$ cat config.mk
export PLATFORM = sky130hd
export DESIGN_NAME = seg_scan_top
export DESIGN_NICKNAME = d
export VERILOG_FILES = /design/src/rtl/seg_scan_pkg.sv /design/src/rtl/scan_timer.sv /design/src/rtl/blank_chain.sv /design/src/rtl/seg_drive.sv /design/src/rtl/seg_scan_top.sv
export SDC_FILE = /design/constraint.sdc
export NUM_CORES = 1
export LEC_CHECK = 0
export BUFFER_PORTS_ARGS = -buffer_cell sky130_fd_sc_hd__buf_2
export CORE_AREA = 2 2 72 74
export DETAILED_ROUTE_END_ITERATION = 16
export DIE_AREA = 0 0 74 76
export MAX_ROUTING_LAYER = met4
export PLACE_DENSITY_LB_ADDON = 0.3
export SYNTH_ARGS = -nofsm -noshare
export SYNTH_HDL_FRONTEND = slang
export SYNTH_SLANG_ARGS = --single-unit
export TNS_END_PERCENT = 30
$ cat constraint.sdc
create_clock -name clk_i -period 3.2 [get_ports clk_i]
set_input_delay 0.32 -clock clk_i [delete_from_list [all_inputs] [get_ports clk_i]]
set_output_delay 0.32 -clock clk_i [all_outputs]
set_load 0.01 [all_outputs]
$ cat src/rtl/seg_scan_pkg.sv
package seg_scan_pkg;

  localparam logic [6:0] SEG_DARK = 7'h7F;

  // active-low segment pattern, bit0 = a .. bit6 = g
  function automatic logic [6:0] bcd_to_seg_n(input logic [3:0] code);
    logic [6:0] on;
    case (code)
      4'd0:    on = 7'b0111111;
      4'd1:    on = 7'b0000110;
      4'd2:    on = 7'b1011011;
      4'd3:    on = 7'b1001111;
      4'd4:    on = 7'b1100110;
      4'd5:    on = 7'b1101101;
      4'd6:    on = 7'b1111101;
      4'd7:    on = 7'b0000111;
      4'd8:    on = 7'b1111111;
      4'd9:    on = 7'b1101111;
      default: on = 7'b0000000;
    endcase
    return ~on;
  endfunction

endpackage

$ cat src/rtl/scan_timer.sv
module scan_timer #(
  parameter int NUM_DIGITS   = 8,
  parameter int DWELL_CYCLES = 1000,
  localparam int IDX_W = (NUM_DIGITS > 1) ? $clog2(NUM_DIGITS) : 1,
  localparam int CNT_W = (DWELL_CYCLES > 1) ? $clog2(DWELL_CYCLES) : 1
) (
  input  logic             clk_i,
  input  logic             rst_ni,
  output logic [IDX_W-1:0] idx_o,
  output logic             lit_o
);

  localparam logic [CNT_W-1:0] CNT_LAST = CNT_W'(DWELL_CYCLES - 1);
  localparam logic [IDX_W-1:0] IDX_LAST = IDX_W'(NUM_DIGITS - 1);

  logic [CNT_W-1:0] cnt_q;
  logic [IDX_W-1:0] idx_q;

  always_ff @(posedge clk_i or negedge rst_ni) begin
    if (!rst_ni) begin
      cnt_q <= '0;
      idx_q <= '0;
    end else if (cnt_q == CNT_LAST) begin
      cnt_q <= '0;
      idx_q <= (idx_q == IDX_LAST) ? '0 : idx_q + 1'b1;
    end else begin
      cnt_q <= cnt_q + 1'b1;
    end
  end

  // first count of a slot is the dark gap
  assign lit_o = (cnt_q != '0);
  assign idx_o = idx_q;


  gap_on_change_chk: assert property (@(posedge clk_i) disable iff (!rst_ni)
    !$stable(idx_q) |-> !lit_o);


  idx_range_chk: assert property (@(posedge clk_i) disable iff (!rst_ni)
    idx_q <= IDX_LAST);

endmodule

$ cat src/rtl/blank_chain.sv
module blank_chain #(
  parameter int NUM_DIGITS = 8
) (
  input  logic [4*(NUM_DIGITS-1)-1:0] bcd_hi_i,   // digits 1..N-1
  input  logic                        blank_en_i,
  output logic [NUM_DIGITS-1:0]       blank_o
);

  // rb[i]: digit i and all above are zero, suppression on
  logic [NUM_DIGITS:1] rb;
  assign rb[NUM_DIGITS] = blank_en_i;

  for (genvar i = NUM_DIGITS - 1; i >= 1; i--) begin : g_stage
    assign rb[i]      = rb[i+1] & (bcd_hi_i[4*(i-1) +: 4] == 4'd0);
    assign blank_o[i] = rb[i];
  end

  assign blank_o[0] = 1'b0;

endmodule

$ cat src/rtl/seg_drive.sv
module seg_drive
  import seg_scan_pkg::*;
#(
  parameter int NUM_DIGITS = 8,
  localparam int IDX_W = (NUM_DIGITS > 1) ? $clog2(NUM_DIGITS) : 1
) (
  input  logic                  clk_i,
  input  logic                  rst_ni,
  input  logic                  lit_i,
  input  logic [IDX_W-1:0]      idx_i,
  input  logic [3:0]            code_i,
  input  logic                  blank_i,
  input  logic                  dp_i,
  input  logic                  lamp_test_i,
  output logic [6:0]            seg_o,
  output logic                  dp_o,
  output logic [NUM_DIGITS-1:0] dig_sel_o
);

  always_comb begin
    seg_o     = SEG_DARK;
    dp_o      = 1'b1;
    dig_sel_o = '1;
    if (lit_i) begin
      dig_sel_o = ~(NUM_DIGITS'(1) << idx_i);
      if (lamp_test_i) begin
        seg_o = '0;
        dp_o  = 1'b0;
      end else begin
        seg_o = blank_i ? SEG_DARK : bcd_to_seg_n(code_i);
        dp_o  = ~dp_i;
      end
    end
  end


  bad_code_dark_chk: assert property (@(posedge clk_i) disable iff (!rst_ni)
    (dig_sel_o != '1 && !lamp_test_i && code_i > 4'd9) |-> seg_o == SEG_DARK);

endmodule

$ cat src/rtl/seg_scan_top.sv
module seg_scan_top #(
  parameter int NUM_DIGITS   = 8,
  parameter int DWELL_CYCLES = 1000,
  localparam int IDX_W = (NUM_DIGITS > 1) ? $clog2(NUM_DIGITS) : 1
) (
  input  logic                    clk_i,
  input  logic                    rst_ni,
  input  logic [4*NUM_DIGITS-1:0] bcd_i,
  input  logic [NUM_DIGITS-1:0]   dp_i,
  input  logic                    lamp_test_i,
  input  logic                    blank_en_i,
  output logic [6:0]              seg_o,
  output logic                    dp_o,
  output logic [NUM_DIGITS-1:0]   dig_sel_o
);

  logic [IDX_W-1:0]      idx;
  logic                  lit;
  logic [NUM_DIGITS-1:0] blank_vec;
  logic [3:0]            code_arr [NUM_DIGITS];

  for (genvar i = 0; i < NUM_DIGITS; i++) begin : g_split
    assign code_arr[i] = bcd_i[4*i +: 4];
  end

  scan_timer #(
    .NUM_DIGITS  (NUM_DIGITS),
    .DWELL_CYCLES(DWELL_CYCLES)
  ) u_timer (
    .clk_i (clk_i),
    .rst_ni(rst_ni),
    .idx_o (idx),
    .lit_o (lit)
  );

  blank_chain #(
    .NUM_DIGITS(NUM_DIGITS)
  ) u_blank (
    .bcd_hi_i  (bcd_i[4*NUM_DIGITS-1:4]),
    .blank_en_i(blank_en_i),
    .blank_o   (blank_vec)
  );

  seg_drive #(
    .NUM_DIGITS(NUM_DIGITS)
  ) u_drive (
    .clk_i      (clk_i),
    .rst_ni     (rst_ni),
    .lit_i      (lit),
    .idx_i      (idx),
    .code_i     (code_arr[idx]),
    .blank_i    (blank_vec[idx]),
    .dp_i       (dp_i[idx]),
    .lamp_test_i(lamp_test_i),
    .seg_o      (seg_o),
    .dp_o       (dp_o),
    .dig_sel_o  (dig_sel_o)
  );


  one_digit_chk: assert property (@(posedge clk_i) disable iff (!rst_ni)
    $onehot0(~dig_sel_o));


  lamp_all_on_chk: assert property (@(posedge clk_i) disable iff (!rst_ni)
    (lamp_test_i && dig_sel_o != '1) |-> (seg_o == 7'h00 && !dp_o));


  lsd_shown_chk: assert property (@(posedge clk_i) disable iff (!rst_ni)
    (!dig_sel_o[0] && !lamp_test_i && bcd_i[3:0] == 4'd0) |-> seg_o != 7'h7F);


  dark_gap_chk: assert property (@(posedge clk_i) disable iff (!rst_ni)
    (dig_sel_o == '1) |-> (seg_o == 7'h7F && dp_o));

endmodule

Word-level counts from Yosys, hierarchy flattened. Memory sizes are Yosys's and may differ from the RTL's. Index checks and enable logic that the tools add are counted.

Add/sub/neg operators: 2. Order comparisons: 2. Eq/ne operators: 2. Shift-type cells: 1. Mux-type cells: 17. Bitwise logic cells: 11. Reduce and logical (&&, ||, !) cells: 8.

Operators with widths (number): $mux W7 (5); $logic_not A4 Y1 (7); $bmux W4 S3 (1); $add A10 B1 Y10 const B (1); $eq A10 B10 Y1 const B (1); $mux W10 (1); $reduce_bool A10 Y1 (1); $mux W4 (2); $mux W8 (1); $not A8 Y8 (1); $shl A1 B3 Y8 const A (1); $and A1 B1 Y1 (7); $not A7 Y7 (1); $bmux W1 S3 (2); $ge A4 B4 Y1 const B (1); $lt A3 B4 Y1 const B (1); $mux W1 (4); $not A3 Y4 (1); $add A3 B1 Y3 const B (1); $eq A3 B3 Y1 const B (1); $mux W3 (1); $not A1 Y1 (1).

Register bits: 13. Bits in read-only memories: 112. Output and inout bits: 16. Logic and storage cells: 46. Memories: 1.

Memories: (no name shown) (depth 16, bits a word 7, rd ports 1, clocked after Yosys merged registers in 0, wr ports 0, line seg_scan_pkg.sv:8) `case (code)`.

Depth between registers and ports, before layout. Gate-level depths: netlist of the first run.

Depth after elaboration: 13. Mapped depth: 8. Depth with buffers taken out: 7.

Hierarchy. A second synthesis of the first run with hierarchy kept.

Cells, all modules: 144. Area, all modules: 1540.2 um2.

Modules (own cells, without submodules): scan_timer (instances 1, cells each 60, area each 658.1 um2, seq. area each 325.3 um2); seg_scan_top (instances 1, cells each 21, area each 401.6 um2, seq. area each 0.0 um2); seg_drive (instances 1, cells each 45, area each 299.0 um2, seq. area each 0.0 um2); blank_chain (instances 1, cells each 18, area each 181.4 um2, seq. area each 0.0 um2).

Worst setup path after synthesis of the first run. Ideal clock, no wire load.

Path kind: flip-flop to output port. Start: register u_timer.idx_q[0], in the netlist u_timer.idx_o[0]. End: output seg_o[4]. Arrival: 2.075 ns. Data required time: 2.880 ns. Slack: 0.805 ns. Cell stages (with the launch flop): 9. Cell sequence: dfrtp_1 buf_6 buf_6 mux4_2 mux2i_2 ha_1 mux2i_1 a221oi_1 o21ai_1.

Longest elaborated chain between the ends: 11. Elaborated cells between the ends (all ways): 13.

Ends and longest elaborated chain: start, declared (line scan_timer.sv:17) `logic [IDX_W-1:0] idx_q;`; start signal, assigned (line scan_timer.sv:25) `idx_q <= (idx_q == IDX_LAST) ? '0 : idx_q + 1'b1;`; $not A3 Y4 (implied by the code) (line seg_scan_top.sv:51) `.code_i (code_arr[idx]),`; $bmux W4 S3 (line seg_scan_top.sv:51); $mux W4 (implied by the code) (2 in series) (line seg_scan_top.sv:51); $mem_v2 Z16 W7; $mux W7 (line seg_drive.sv:26) `if (lamp_test_i) begin`; $mux W7 (line seg_drive.sv:24) `if (lit_i) begin`; $not A7 Y7 (line seg_scan_pkg.sv:21) `return ~on;`; $mux W7 (*) (line seg_drive.sv:30) `seg_o = blank_i ? SEG_DARK : bcd_to_seg_n(code_i);`; $mux W7 (*) (line seg_drive.sv:26); $mux W7 (*) (line seg_drive.sv:24); end, declared (line seg_scan_top.sv:12) `output logic [6:0] seg_o,`.

Mark *: on every way between the ends. The rest lies on a longest branch, timed or not. The select of a mux whose other input is x is not followed.

Final worst setup path of the first run.
Start: register u_timer.idx_q[1], in the netlist u_timer.idx_o[1]. End: output seg_o[4].

The elaborated chain is that of the path after synthesis.

==> results of run 1 <==
synthesized netlist by cell type (2+ instances only):
| cell type | number | area, um2 |
|---|---|---|
| ha_1 | 13 | 163 |
| xor2_1 | 4 | 35.0 |
| inv_1 | 6 | 22.5 |
| nand4_1 | 3 | 18.8 |
| xnor2_1 | 3 | 26.3 |
| o211ai_1 | 2 | 15.0 |
| inv_2 | 3 | 11.3 |
| mux4_2 | 10 | 225 |
| nand3_1 | 6 | 30.0 |
| nand2_1 | 14 | 52.6 |
| a21oi_1 | 6 | 30.0 |
| dfrtp_1 | 13 | 325 |
| clkbuf_1 | 2 | 7.51 |
| mux2i_1 | 6 | 60.1 |
| and3_1 | 3 | 18.8 |
| o21ai_1 | 8 | 40.0 |
| nor2b_1 | 2 | 12.5 |
| nor4_1 | 8 | 50.1 |
| a211oi_1 | 2 | 15.0 |
| nor2_1 | 19 | 71.3 |
| mux2i_2 | 3 | 41.3 |
| buf_6 | 2 | 22.5 |
final timing paths:
check / depth (start not counted) / to / startpoint
worst min-delay path: 1 / u_timer.cnt_q[0] / u_timer.cnt_q[0]
worst min register to register: 1 / u_timer.cnt_q[0] / u_timer.cnt_q[0]
min in group asynchronous: 2 / u_timer.cnt_q[9] / rst_ni
worst max-delay path: 8 / seg_o[4] / u_timer.idx_o[1]
max in group asynchronous: 2 / u_timer.idx_o[1] / rst_ni
worst max register to register: 5 / u_timer.idx_o[1] / u_timer.cnt_q[5]
worst register-to-register path, cell delays in order, from the launching register on:
cell      delay (ns)
dfrtp_1         0.41
and3_1          0.24
nand2_1         0.09
nor2_1          0.63
nand3b_1        0.13
o21ai_1         0.12
registers in the layout, summed over array words and instances, names as in the netlist:
register and count:
u_timer.idx_o 3, u_timer.cnt_q 10
report_power, final:
part | internal [mW] | switching (mW) | total [mW]
clock | 0.0880 | 0.0579 | 0.146
combinational | 0.0462 | 0.0451 | 0.0913
sequential | 0.165 | 0 | 0.165
total | 0.299 | 0.103 | 0.402
cell type report:
type	count	area, um2	share of cell area, %
timing repair buffer	63	328	18.0
tap	70	87.6	4.81
inverter	9	33.8	1.86
clock buffer	4	45.0	2.48
multi-input combinational	123	1000	55.0
sequential	13	325	17.9
cell families after synthesis:
| logic type | synth area share, % |
|---|---|
| flops | 23.2 |
| buf+inv | 5.45 |
| compound gates | 11.2 |
| xor+xnor | 4.38 |
| mux | 23.3 |
| simple gates | 20.9 |
| fa+ha+maj | 11.6 |
layer usage:
layer	vias up	global-route usage, %
met5	-	-
met4	0	3.27
met3	2	1.72
met2	49	22.6
met1	635	16.5
li1	682	-
stage by stage:
step	hold WS, ns	util (%)	power [mW]	cell area (um2)
2_1_floorplan	0.0244	-	0.209	1400
3_3_place_gp	0.225	35.9	0.259	1760
3_5_place_dp	0.228	35.9	0.258	1760
4_1_cts	0.490	37.0	0.407	1820
5_1_grt	0.524	37.0	0.422	1820
6_report	0.482	37.0	0.402	1820
==> flow_summary.json, run 1 <==
{
  "outcome": "finished clean",
  "cp.arrival_ns": 2.58,
  "fmax_mhz": 345,
  "hold_path_class": "reg2reg",
  "overflow": 0,
  "pin_count": 60,
  "top_layer_used": "met4",
  "critPathMaxFanout": 17,
  "drcViolationCount": 0,
  "diodes": 0,
  "layout_commonest_cell": "buf_2",
  "routed-wl-met2_um": 1820,
  "fp.dieH_um": 76,
  "tightest_slew_ns": 0.796,
  "cts_resized": 0,
  "grt_pass1_vias": 1317,
  "hold_viol": 0,
  "first_iter_violations": 19,
  "avgSynthCellArea_um2": 9.28,
  "finalCritPeriodShare_pct": 90.5,
  "drive_above_1_share_pct": 39.6,
  "drt_wl_total_um": 3680,
  "crit_slowest_cell": "dfrtp_1",
  "cts_tree": "yes",
  "ys_ff_latch": 13,
  "holdBufCountCts": 1,
  "routedWlPerCell_um": 13.1,
  "yosysUniqueCellTypes": 35,
  "syn_inst": 151,
  "synth_edf_count": 0,
  "dpl.cell_count": 277,
  "port_buffers": 59,
  "dp_hpwl_um": 3020,
  "viasPerCell": 4.85,
  "met1_length_um": 1610,
  "worstSetupStartpointType": "flop",
  "root_buffer": "clkbuf_8",
  "fp.dieArea_um2": 5620,
  "ir_worst_vdd_v": 0.000234,
  "synth_area_um2": 1400,
  "cp-end-kind": "output pin",
  "clkTransAtPathRegs_ns": 0.05,
  "setup_tns_ns": 0,
  "critPathMaxStageDelay_ns": 0.72,
  "core.rowCount": 26,
  "drtAntennaViolNets": 0,
  "worst_path_dominant_cell_family": "multiplexers",
  "yosysSeqAreaShare_pct": 23.2,
  "clock_path_buffers": 2,
  "layout_common_cells": "buf_2 (59), nor2_1 (19), nand2_1 (14), ha_1 (13), dfrtp_1 (13)",
  "ys.warnings.count": 0,
  "grt.total_usage_pct": 13.3,
  "p_per_area_nw_per_um2": 221,
  "htree_num_levels": 1,
  "synth_ff_type": "dfrtp_1",
  "antenna_found_initial": 0,
  "critical_path_required_ns": 2.88,
  "min_period_ns": 2.90,
  "dr_wl_met3_um": 218,
  "dp_slack_ns": 0.560,
  "cts_setup_buffers": 0,
  "n_fill_cell": 519,
  "syn_nets": 208,
  "setup_ws_ns": 0.305,
  "cts-buffers-inserted": 3,
  "synth-async-reset-ratio_pct": 100,
  "slew_headroom_pct": 46.7,
  "rsz0062_at_grt": "no",
  "gp_routability_congestion": 0.809,
  "initial_core_util_pct": 28.5,
  "num_vias": 1368,
  "fp.coreArea_um2": 4910,
  "fp.dieW_um": 74,
  "cap_violations": 0,
  "clock-sinks": 13,
  "grt_pass1_wl_um": 5880,
  "cp_cell_sequence": "mux4_2 -> mux2i_2 -> inv_2 -> ha_1 -> mux2i_1 -> a221oi_1 -> o21ai_1 -> buf_2",
  "worstSkewPairLatency_ns": 0.24,
  "crit_type": "reg2out",
  "syn_to_final_growth_pct": 29.8,
  "leakagePower_nw": 0.828,
  "fin_nets": 270,
  "detail_route.first_pass.iterations": 4,
  "slew_violations": 0,
  "setup_viol": 0,
  "regToRegSetupSlack_ns": 1.51,
  "crit_buf_inv": 2,
  "grt_max_degree": 18,
  "final_cells": 282,
  "finClkSkew_ns": 0.00125
}
(Power assumes the default switching activity.)
==> inputs of run 2 (changes only) <==
--- a/config.mk
+++ b/config.mk
@@ -6,9 +6,9 @@
 export NUM_CORES = 1
 export LEC_CHECK = 0
 export BUFFER_PORTS_ARGS = -buffer_cell sky130_fd_sc_hd__buf_2
-export CORE_AREA = 2 2 72 74
+export CORE_AREA = 2 2 100 54
 export DETAILED_ROUTE_END_ITERATION = 16
-export DIE_AREA = 0 0 74 76
+export DIE_AREA = 0 0 102 56
 export MAX_ROUTING_LAYER = met4
 export PLACE_DENSITY_LB_ADDON = 0.3
 export SYNTH_ARGS = -nofsm -noshare
==> flow_summary.json, run 2 (same netlist as run 1, synthesis figures left out) <==
{
  "cts_tree": "yes",
  "syn_to_final_growth_pct": 29.9,
  "clock_path_buffers": 2,
  "power.total_mw": 0.403,
  "largest_register_ffs": 10,
  "leakagePower_nw": 0.826,
  "clkTransAtPathRegs_ns": 0.05,
  "root_buffer": "clkbuf_8",
  "drive_above_1_share_pct": 40.1,
  "cp-end-kind": "output pin",
  "pin_count": 60,
  "hold_path_class": "in2async",
  "grt_pass1_wl_um": 6620,
  "cap_violations": 0,
  "fmax_mhz": 347,
  "setup_tns_ns": 0,
  "critical_path_required_ns": 2.88,
  "initial_core_util_pct": 29.4,
  "cts-buffers-inserted": 3,
  "diodes": 0,
  "grt_pass1_vias": 1323,
  "grt.total_usage_pct": 15.2,
  "layout_common_cells": "buf_2 (59), nor2_1 (19), nand2_1 (14), ha_1 (13), dfrtp_1 (12)",
  "dpl.cell_count": 277,
  "final_cell_area_um2": 1820,
  "p_per_area_nw_per_um2": 221,
  "cp.arrival_ns": 2.56,
  "slew_headroom_pct": 43.1,
  "worstSetupStartpointType": "flop",
  "drt_wl_total_um": 4070,
  "finClkSkew_ns": 0.00140,
  "port_buffers": 59,
  "largest-register": "u_timer.cnt_q",
  "worstSkewPairLatency_ns": 0.24,
  "drtAntennaViolNets": 0,
  "gp_routability_congestion": 0.853,
  "outcome": "finished clean",
  "hold_viol": 0,
  "fp.dieArea_um2": 5710,
  "dpl_cell_area_um2": 1760,
  "finalCritPeriodShare_pct": 89.9,
  "drcViolationCount": 0,
  "fp.dieH_um": 56,
  "htree_num_levels": 1,
  "clock-sinks": 13,
  "tightest_slew_ns": 0.850,
  "final_util_pct": 38.1,
  "num_vias": 1392,
  "routedWlPerCell_um": 14.4,
  "overflow": 0,
  "grt_max_degree": 14,
  "rsz0062_at_grt": "no",
  "dp_hpwl_um": 3470,
  "viasPerCell": 4.94,
  "critPathMaxFanout": 11,
  "core.rowCount": 18,
  "setup_viol": 0,
  "ir_worst_vdd_v": 0.000134,
  "fin_nets": 270,
  "antenna_found_initial": 0,
  "crit_type": "reg2out",
  "first_iter_violations": 73,
  "final_cells": 282,
  "slew_violations": 0,
  "detail_route.first_pass.iterations": 4,
  "fp.dieW_um": 102,
  "min_period_ns": 2.88,
  "layout_commonest_cell": "buf_2",
  "fp.coreArea_um2": 4770
}
==> run 2: cell types whose count changed in the layout (fill, tap and decap cells not counted) <==
cell,delta
dfrtp_2,+1
dfrtp_1,-1
==> run 2: layout make-up <==
cell class,count,area (um2)
Inverter,9,33.8
Fill cell,502,2950
Clock buffer,4,45.0
Tap cell,70,87.6
Timing Repair Buffer,63,328
Sequential cell,13,327
Multi-Input combinational cell,123,1000
==> run 2: metrics by stage <==
stage / hold WS, ns / worst slack [ns]
after CTS: 0.487 / 0.151
after detailed placement: 0.226 / 0.430
after floorplan: 0.0244 / 0.805
after global placement: 0.226 / 0.488
final: 0.485 / 0.322
after global routing: 0.517 / 0.0886
==> run 2: per-layer routing <==
metal  GRT usage, %  wire length, um  vias up  share of wire [%]
met1           24.9             2200      639                 54
li1               -                -      684                  -
met5              -                0        -                  0
met4           2.29               14        0               0.34
met2           18.8             1480       67                 36
met3           3.27              368        2                9.1
==> run 2: timing repair <==
| item | CTS | global route |
|---|---|---|
| endpoints found under the hold margin | 13 | 0 |
| endpoints found under the setup margin | 0 | 4 |
| hold buffers | 1 | 0 |
| resized for setup | 0 | 1 |
| buffers inserted | 0 | 0 |
==> run 2: worst max-delay path, cell delays in order, from the launching register on <==
cell,delay [ns]
dfrtp_2,0.51
buf_4,0.25
mux4_2,0.50
mux2i_1,0.39
a21oi_2,0.10
a221oi_2,0.32
o21ai_1,0.11
buf_2,0.15
==> run 2: final timing paths <==
check | from | end | slack, ns | depth (start not counted)
worst max-delay path | u_timer.idx_o[0] | seg_o[5] | 0.32 | 7
worst min-delay path | rst_ni | u_timer.cnt_q[3] | 0.49 | 2
worst max register to register | u_timer.cnt_q[5] | u_timer.idx_o[1] | 1.45 | 5
worst min register to register | u_timer.cnt_q[0] | u_timer.cnt_q[0] | 0.49 | 1
max in group asynchronous | rst_ni | u_timer.idx_o[0] | 2.46 | 2
min in group clk_i | u_timer.cnt_q[0] | u_timer.cnt_q[0] | 0.49 | 1
==> run 2: report_power, final <==
group          internal, mW  switching [mW]  leakage, nW
clock                0.0879          0.0578       0.0228
sequential            0.165               0        0.166
combinational        0.0463          0.0464        0.638
